### src/rtl/irq_trk_pkg.sv
package irq_trk_pkg;

  typedef struct packed {
    logic pend;
    logic act;
  } line_state_t;

  // Next state of one line. Sources that set Pending win over every clear.
  function automatic line_state_t line_next(
    input line_state_t cur,
    input logic        rise,
    input logic        lvl,
    input logic        set_req,
    input logic        clr_req,
    input logic        ack,
    input logic        cmp
  );
    line_state_t nx;
    logic fall_act;
    logic clr_ok;
    logic set_src;
    fall_act = cur.act & cmp & ~ack;
    clr_ok   = clr_req & ~(lvl & ~cur.act);
    set_src  = rise | set_req | (fall_act & lvl);
    nx.act   = ack | (cur.act & ~cmp);
    nx.pend  = set_src | (cur.pend & ~clr_ok & ~ack);
    return nx;
  endfunction

endpackage

### src/rtl/irq_sync_edge.sv
module irq_sync_edge #(
  parameter int N      = 8,
  parameter int STAGES = 2
) (
  input  logic         clk,
  input  logic         rst,
  input  logic [N-1:0] raw_i,
  output logic [N-1:0] lvl_o,
  output logic [N-1:0] rise_o
);
  logic [STAGES-1:0][N-1:0] chain_q;
  logic [N-1:0]             prev_q;

  generate
    for (genvar s = 0; s < STAGES; s++) begin : g_stage
      if (s == 0) begin : g_first
        always_ff @(posedge clk) begin
          if (rst) chain_q[0] <= '0;
          else     chain_q[0] <= raw_i;
        end
      end else begin : g_next
        always_ff @(posedge clk) begin
          if (rst) chain_q[s] <= '0;
          else     chain_q[s] <= chain_q[s-1];
        end
      end
    end
  endgenerate

  always_ff @(posedge clk) begin
    if (rst) prev_q <= '0;
    else     prev_q <= chain_q[STAGES-1];
  end

  assign lvl_o  = chain_q[STAGES-1];
  assign rise_o = chain_q[STAGES-1] & ~prev_q;
endmodule

### src/rtl/irq_line_cell.sv
module irq_line_cell
  import irq_trk_pkg::*;
(
  input  logic clk,
  input  logic rst,
  input  logic rise_i,
  input  logic lvl_i,
  input  logic set_i,
  input  logic clr_i,
  input  logic ack_i,
  input  logic cmp_i,
  output logic pend_o,
  output logic act_o,
  output logic repend_o
);
  line_state_t st_q;
  line_state_t st_d;

  always_comb st_d = line_next(st_q, rise_i, lvl_i, set_i, clr_i, ack_i, cmp_i);

  always_ff @(posedge clk) begin
    if (rst) st_q <= '0;
    else     st_q <= st_d;
  end

  assign pend_o   = st_q.pend;
  assign act_o    = st_q.act;
  assign repend_o = st_q.act & cmp_i & ~ack_i & lvl_i;
endmodule

### src/rtl/irq_pick.sv
module irq_pick #(
  parameter int N  = 8,
  parameter int IW = $clog2(N)
) (
  input  logic [N-1:0]  cand_i,
  output logic          valid_o,
  output logic [IW-1:0] idx_o
);
  always_comb begin
    idx_o = '0;
    for (int i = N - 1; i >= 0; i--) begin
      if (cand_i[i]) idx_o = IW'(i);
    end
    valid_o = |cand_i;
  end
endmodule

### src/rtl/irq_state_tracker.sv
module irq_state_tracker #(
  parameter int N           = 8,
  parameter int SYNC_STAGES = 2,
  localparam int IW         = (N > 1) ? $clog2(N) : 1
) (
  input  logic          clk,
  input  logic          rst,
  input  logic [N-1:0]  irq_in,
  input  logic          set_pend_we,
  input  logic [N-1:0]  set_pend_mask,
  input  logic          clr_pend_we,
  input  logic [N-1:0]  clr_pend_mask,
  input  logic          ack_valid,
  input  logic [IW-1:0] ack_idx,
  input  logic          cmp_valid,
  input  logic [IW-1:0] cmp_idx,
  output logic [N-1:0]  pend_o,
  output logic [N-1:0]  actv_o,
  output logic          sel_valid,
  output logic [IW-1:0] sel_idx
);
  logic [N-1:0] lvl_sync;
  logic [N-1:0] rise_vec;
  logic [N-1:0] ack_dec;
  logic [N-1:0] cmp_dec;
  logic [N-1:0] set_vec;
  logic [N-1:0] clr_vec;
  logic [N-1:0] repend_vec;

  irq_sync_edge #(.N(N), .STAGES(SYNC_STAGES)) u_sync (
    .clk    (clk),
    .rst    (rst),
    .raw_i  (irq_in),
    .lvl_o  (lvl_sync),
    .rise_o (rise_vec)
  );

  assign set_vec = set_pend_we ? set_pend_mask : '0;
  assign clr_vec = clr_pend_we ? clr_pend_mask : '0;

  generate
    for (genvar i = 0; i < N; i++) begin : g_line
      assign ack_dec[i] = ack_valid && (ack_idx == IW'(i));
      assign cmp_dec[i] = cmp_valid && (cmp_idx == IW'(i));
      irq_line_cell u_cell (
        .clk      (clk),
        .rst      (rst),
        .rise_i   (rise_vec[i]),
        .lvl_i    (lvl_sync[i]),
        .set_i    (set_vec[i]),
        .clr_i    (clr_vec[i]),
        .ack_i    (ack_dec[i]),
        .cmp_i    (cmp_dec[i]),
        .pend_o   (pend_o[i]),
        .act_o    (actv_o[i]),
        .repend_o (repend_vec[i])
      );
    end
  endgenerate

  irq_pick #(.N(N), .IW(IW)) u_pick (
    .cand_i  (pend_o & ~actv_o),
    .valid_o (sel_valid),
    .idx_o   (sel_idx)
  );
endmodule

### config.mk
export PLATFORM = sky130hd
export DESIGN_NAME = irq_state_tracker
export DESIGN_NICKNAME = d
export VERILOG_FILES = /design/src/rtl/irq_trk_pkg.sv /design/src/rtl/irq_sync_edge.sv /design/src/rtl/irq_line_cell.sv /design/src/rtl/irq_pick.sv /design/src/rtl/irq_state_tracker.sv
export SDC_FILE = /design/constraint.sdc
export NUM_CORES = 1
export LEC_CHECK = 0
export ABC_AREA = 1
export BUFFER_PORTS_ARGS = -buffer_cell sky130_fd_sc_hd__buf_2
export CAP_MARGIN = 20
export CORE_AREA = 2 2 68 70
export CTS_BUF_LIST = sky130_fd_sc_hd__clkbuf_8 sky130_fd_sc_hd__clkbuf_16
export DETAILED_ROUTE_END_ITERATION = 10
export DIE_AREA = 0 0 70 72
export GPL_ROUTABILITY_DRIVEN = 0
export GPL_TIMING_DRIVEN = 0
export PLACE_DENSITY = 0.77
export RECOVER_POWER = 100
export SETUP_SLACK_MARGIN = 0.3
export SYNTH_ARGS = -nofsm -noshare
export SYNTH_HDL_FRONTEND = slang
export SYNTH_SLANG_ARGS = --single-unit
export TNS_END_PERCENT = 30
### constraint.sdc
create_clock -name clk -period 1.9 [get_ports clk]
set_input_delay 0.19 -clock clk [delete_from_list [all_inputs] [get_ports clk]]
set_output_delay 0.19 -clock clk [all_outputs]
set_load 0.005 [all_outputs]
Word level (Yosys, flattened, before mapping). Index checks and enable logic that the tools add are counted.

Register bits after elaboration: 40. Latch bits: 0. Bits in writable memories: 0. ROM bits: 0. Input bits: 36. Output and inout bits: 20. Word-level logic and storage cells: 202. Memories kept: 0.

Add/subtract/negate cells: 0. Multipliers: 0. Div/mod/pow operators: 0. Magnitude comparators: 0. Equality and inequality tests: 14. Shift-type cells: 0. Muxes and demuxes: 10. Bitwise gates (word level): 140. Reductions and logical operators: 19.

Operators with widths (number): 1-bit bitwise AND (64); 1-bit NOT (40); 1-bit bitwise OR (32); 3-bit == test, second input constant (8); 3-bit 2-to-1 mux (8); 8-bit bitwise AND (2); 1-bit logical AND (16); 8-bit 2-to-1 mux (2); 8-bit NOT (2); 3-bit by 2-bit == test with 1-bit output, second input constant (4); 8-bit OR reduction (1); 3-bit by 1-bit == test with 1-bit output, second input constant (2); 3-bit zero test (2).

Depth between registers and ports, before layout.
Word-level depth: 10. Depth in mapped cells: 8. Mapped depth without buffers: 8.

By module. From an unflattened synthesis, not the netlist that was laid out.

Cells, all modules: 340. Area, all modules: 2120.8 sq um.

Modules (own cells, without submodules): irq_line_cell (instances 8, cells an instance 18, area each 116.4 sq um, seq. area each 40.0 sq um); irq_sync_edge (instances 1, cells an instance 90, area each 773.2 sq um, seq. area each 480.5 sq um); irq_state_tracker (instances 1, cells an instance 84, area each 317.8 sq um, seq. area each 0.0 sq um); irq_pick (instances 1, cells an instance 22, area each 98.8 sq um, seq. area each 0.0 sq um).

Least setup slack after synthesis. OpenSTA, ideal clock, no wires.

Path kind: register -> output. Start: reg g_line[6].u_cell.st_q (netlist bit g_line[6].u_cell.act_o). End: out sel_idx[0]. Arrival time: 800 ps. Required time: 1710 ps. Path slack: 910 ps. Stages on the path, launching flop included: 9. Buffers on the path: 0. Cells stage by stage: dfxtp_1 > inv_1 > nand2_1 > nand2_1 > nand2_1 > nand2_1 > nand2_1 > nand2_1 > a21oi_1.

Word-level cells in the longest chain between the ends: 9.

Ends and longest elaborated chain: start: declaration (line irq_line_cell.sv:16) `line_state_t st_q;`; start signal: assignment (line irq_line_cell.sv:23) `else st_q <= st_d;`; 8-bit NOT (line irq_state_tracker.sv:62) `.cand_i (pend_o & ~actv_o),`; 8-bit bitwise AND (line irq_state_tracker.sv:62); 3-bit 2-to-1 mux (7 in series) (line irq_pick.sv:12) `if (cand_i[i]) idx_o = IW'(i);`; end: declaration (line irq_state_tracker.sv:20) `output logic [IW-1:0] sel_idx`.

No other way between the ends.

Worst setup path in the final report. Same ends and word-level chain as after synthesis.

==> PnR_summary.wiki <==
{| class="wikitable"
! Metric !! Value
|-
| Power after layout || 1.727 mW
|-
| Number of global-route vias before repair || 1516
|-
| Hold slack final || 0.1016 ns
|-
| Average wire per standard cell || 10.59 µm
|-
| Fraction of registers with async set or reset after synthesis || 0%
|-
| Maximum capacitance violations || 0
|-
| Worst slew pin tran || 0.4753 ns
|-
| Static leakage || 1.192 nW
|-
| Most area-consuming cells after synthesis || sky130_fd_sc_hd__dfxtp_1 43%, sky130_fd_sc_hd__inv_1 9.9%, sky130_fd_sc_hd__nand2_1 9.5%
|-
| Clock transition at the registers of the reported paths || 0.07 ns
|-
| Share of the synthesized area in the top cell type || 43.21%
|-
| Fin cells || 380
|-
| Via count || 1750
|-
| Switch Pwr || 0.4371 mW
|-
| TritonCTS clock tree || built
|-
| Total die area || 0.005040 mm²
|-
| Yosys Warn Count || 0
|-
| Required time at the worst-slack endpoint || 1.71 ns
|-
| Commonest cells in the netlist || 49 x sky130_fd_sc_hd__inv_1, 47 x sky130_fd_sc_hd__nand2_1, 42 x sky130_fd_sc_hd__nor2_1, 40 x sky130_fd_sc_hd__dfxtp_1, 28 x sky130_fd_sc_hd__nand3_1
|-
| Number of distinct library cells after synthesis || 18
|-
| Post-synthesis instance area || 0.001853 mm²
|-
| Worst Hold Path EP || u_sync.chain_q[2]
|-
| Combinational share of power || 15.8%
|-
| Worst R2R Start || g_line[3].u_cell.act_o
|-
| Number of vias per cell after detailed routing || 4.605
|-
| Overall overflow remaining after global route || 0
|-
| Total track usage || 16.35%
|-
| Starting density of the core || 43.46%
|-
| Proportion of total power due to net switching || 25.31%
|-
| Final cycle utilization of the critical path || 80.00%
|-
| Internal power || 1.290 mW
|-
| Cell area power density || 764.1 mW/mm²
|-
| Min-Delay Startpoint || irq_in[2]
|-
| Remaining number of nets flagged by the antenna check after routing || 0
|-
| Inserted Clock Buffers || 5
|-
| Clock latency of the later-clocked register in the worst-skew pair || 0.29 ns
|-
| Maximum clock rate || 0.6579 GHz
|-
| Number of failing hold endpoints at the final stage || 0
|-
| Fraction of the core area covered by cells at the end of the flow || 53.02%
|-
| Sequential cell fraction of total power || 52.3%
|-
| Highest net fanout along the worst path || 3
|-
| Clock Sinks || 40
|-
| Clock share of power || 31.9%
|-
| Total placed instance area || 0.002178 mm²
|-
| CP Data Arrival Time || 1.33 ns
|-
| Aggregate routed wire length || 4025 µm
|-
| Cell count after synthesis || 268
|-
| Final setup vio count || 0
|-
| Filler cell count in the final layout || 443
|-
| Result of the run || completed
|-
| Area of all placed cells without fillers || 0.002261 mm²
|-
| Number of violations reported at the end of detailed-routing iteration 0 || 82
|-
| Flop and latch count out of synthesis || 40
|-
| Final Critical Period || 1.520 ns
|-
| Cell type contributing the most total cell area after synthesis || sky130_fd_sc_hd__dfxtp_1
|-
| Hold Path Cell Cnt || 3
|-
| Setup TNS Final || 0 ns
|-
| Number of pins exceeding their max-slew limit in the final report || 0
|-
| Setup repair bufs after CTS || 0
|-
| Die width || 70 µm
|-
| Type of the tightest min-delay check || in -> reg
|-
| Post-placement setup slack || 0.6221 ns
|-
| Antenna violations before repair || 1
|-
| Leading register cell type out of synthesis || sky130_fd_sc_hd__dfxtp_1
|-
| Area taken by flip-flops and latches || 800.8 µm²
|-
| Startpoint kind of the worst setup timing path || flop
|-
| Largest net degree at the start of global routing || 12
|-
| Per-instance average area after synthesis || 6.914 µm²
|-
| Die Y || 72 µm
|-
| Core region area || 0.004264 mm²
|-
| Register-to-Register Path Depth || 6
|-
| IO Count || 56
|-
| Number of buffers added to fix hold violations after cts || 0
|-
| Antenna fix cells || 0
|-
| Global-route wire length before repair || 6479 µm
|-
| Input/output buffers || 52
|-
| Path type of the worst setup path || reg -> out
|-
| Headroom to the max-slew limit || 68.32%
|-
| Post-synthesis sequential area ratio || 43.21%
|-
| Setup WS post-layout || 0.3799 ns
|-
| Fraction of final layout cells sized beyond drive strength 1 || 26.83%
|-
| Setup repair after global routing missed its margin || no
|-
| Count leader, synth || sky130_fd_sc_hd__inv_1
|-
| HPWL after DPL || 3216 µm
|-
| FF-to-FF End || g_line[3].u_cell.pend_o
|-
| Max IR drop VDD || 0.4270 mV
|-
| Minimum setup slack among reg-to-reg paths || 0.96 ns
|-
| Largest clock skew in the final design || 0.005429 ns
|-
| Post-Syn Nets || 304
|-
| Number of iterations in the first detailed-routing pass || 4
|-
| Clock H-tree levels || 2
|-
| Critical Path End Type || output pin
|-
| Placed instance count || 372
|-
| Clock root cell || sky130_fd_sc_hd__clkbuf_8
|-
| Layout net count || 363
|-
| Row count || 24
|-
| Number of synthesized flops with an enable pin || 0
|-
| Signed area change from the synthesized netlist to the final layout || 22.01%
|-
| Area of the multi-input gates || 710.7 µm²
|-
| Number of buffers on the longest clock path || 2
|-
| Remaining DRCs || 0
|}
state kept, by name, summed over array words and instances (netlist names):
signal                count
g_line.u_cell.act_o       8
g_line.u_cell.pend_o      8
u_sync.chain_q            8
u_sync.lvl_o              8
u_sync.prev_q             8
worst max-delay path: stages (launching register included):
cell and delay (ns):
sky130_fd_sc_hd__dfxtp_1 0.37, sky130_fd_sc_hd__inv_2 0.07, sky130_fd_sc_hd__nand2_2 0.06, sky130_fd_sc_hd__nand2_1 0.05
sky130_fd_sc_hd__nand2_1 0.05, sky130_fd_sc_hd__nand2_1 0.06, sky130_fd_sc_hd__nand2_2 0.07, sky130_fd_sc_hd__nand2_2 0.05
sky130_fd_sc_hd__a21oi_2 0.13, sky130_fd_sc_hd__clkbuf_2 0.12
final cells by class:
type	count	share of cell area [%]
sequential	40	35.42
multi-input combinational	156	31.43
timing repair buffer	52	11.46
inverter	50	8.301
buffer	22	6.530
clock buffer	6	3.652
tap	52	2.878
clock inverter	2	0.3320
power by group through the flow:
stage | clock (mW) | combinational [mW] | sequential (mW)
after global routing | 0.612 | 0.312 | 0.908
after floorplan | 0 | 0.173 | 0.915
after CTS | 0.571 | 0.275 | 0.903
final | 0.551 | 0.273 | 0.904
after detailed placement | 0 | 0.274 | 0.923
after global placement | 0 | 0.268 | 0.921
layout by cell type, fill, tap and decap left out:
| cell type | synthesis | final |
|---|---|---|
| sky130_fd_sc_hd__inv_1 | 49 | 49 |
| sky130_fd_sc_hd__buf_2 | 3 | 48 |
| sky130_fd_sc_hd__nand2_1 | 47 | 42 |
| sky130_fd_sc_hd__nor2_1 | 42 | 42 |
| sky130_fd_sc_hd__dfxtp_1 | 40 | 40 |
| sky130_fd_sc_hd__nand3_1 | 28 | 28 |
| sky130_fd_sc_hd__a21oi_1 | 17 | 16 |
| sky130_fd_sc_hd__clkbuf_4 | 0 | 14 |
| sky130_fd_sc_hd__o21ai_0 | 9 | 9 |
| sky130_fd_sc_hd__nand2_2 | 1 | 6 |
| sky130_fd_sc_hd__clkbuf_8 | 0 | 6 |
| sky130_fd_sc_hd__clkbuf_1 | 0 | 5 |
| sky130_fd_sc_hd__nor3_1 | 1 | 4 |
| sky130_fd_sc_hd__clkbuf_2 | 1 | 4 |
| sky130_fd_sc_hd__inv_2 | 1 | 3 |
| sky130_fd_sc_hd__nand4_1 | 3 | 3 |
| sky130_fd_sc_hd__buf_4 | 18 | 3 |
| sky130_fd_sc_hd__nor3_2 | 5 | 2 |
| sky130_fd_sc_hd__a31oi_1 | 1 | 1 |
| sky130_fd_sc_hd__a21oi_2 | 0 | 1 |
| sky130_fd_sc_hd__nor2_4 | 1 | 1 |
| sky130_fd_sc_hd__o21bai_1 | 1 | 1 |
per-layer routing:
| metal | track usage [%] | wire length [µm] | up-vias |
|---|---|---|---|
| met3 | 4.861 | 312 | 6 |
| li1 | - | - | 926 |
| met2 | 28.15 | 1922 | 45 |
| met5 | 0 | 0 | - |
| met1 | 20.17 | 1752 | 773 |
| met4 | 4.274 | 38 | 0 |
cells by family after synthesis:
| family | synth area share [%] |
|---|---|
| and+or+nand+nor | 30.52 |
| buffers and inverters | 18.50 |
| DFF | 43.21 |
| AOI/OAI and AO/OA | 7.765 |
worst max-delay path by stage:
| stage | startpoint | endpoint | slack (ns) | cells after the start |
|---|---|---|---|---|
| after CTS | g_line[5].u_cell.act_o | sel_idx[0] | 0.31 | 8 |
| after global placement | g_line[6].u_cell.act_o | sel_idx[0] | 0.64 | 9 |
| after global routing | g_line[6].u_cell.act_o | sel_idx[0] | 0.27 | 9 |
| after floorplan | g_line[6].u_cell.act_o | sel_idx[0] | 0.91 | 8 |
| after detailed placement | g_line[6].u_cell.act_o | sel_idx[0] | 0.62 | 9 |
| final | g_line[6].u_cell.act_o | sel_idx[0] | 0.38 | 9 |
repair_timing:
item | in CTS | in global routing
pin swaps | 0 | 1
gates resized for setup | 1 | 11
setup endpoints to repair | 1 | 1
(Power assumes the default switching activity.)
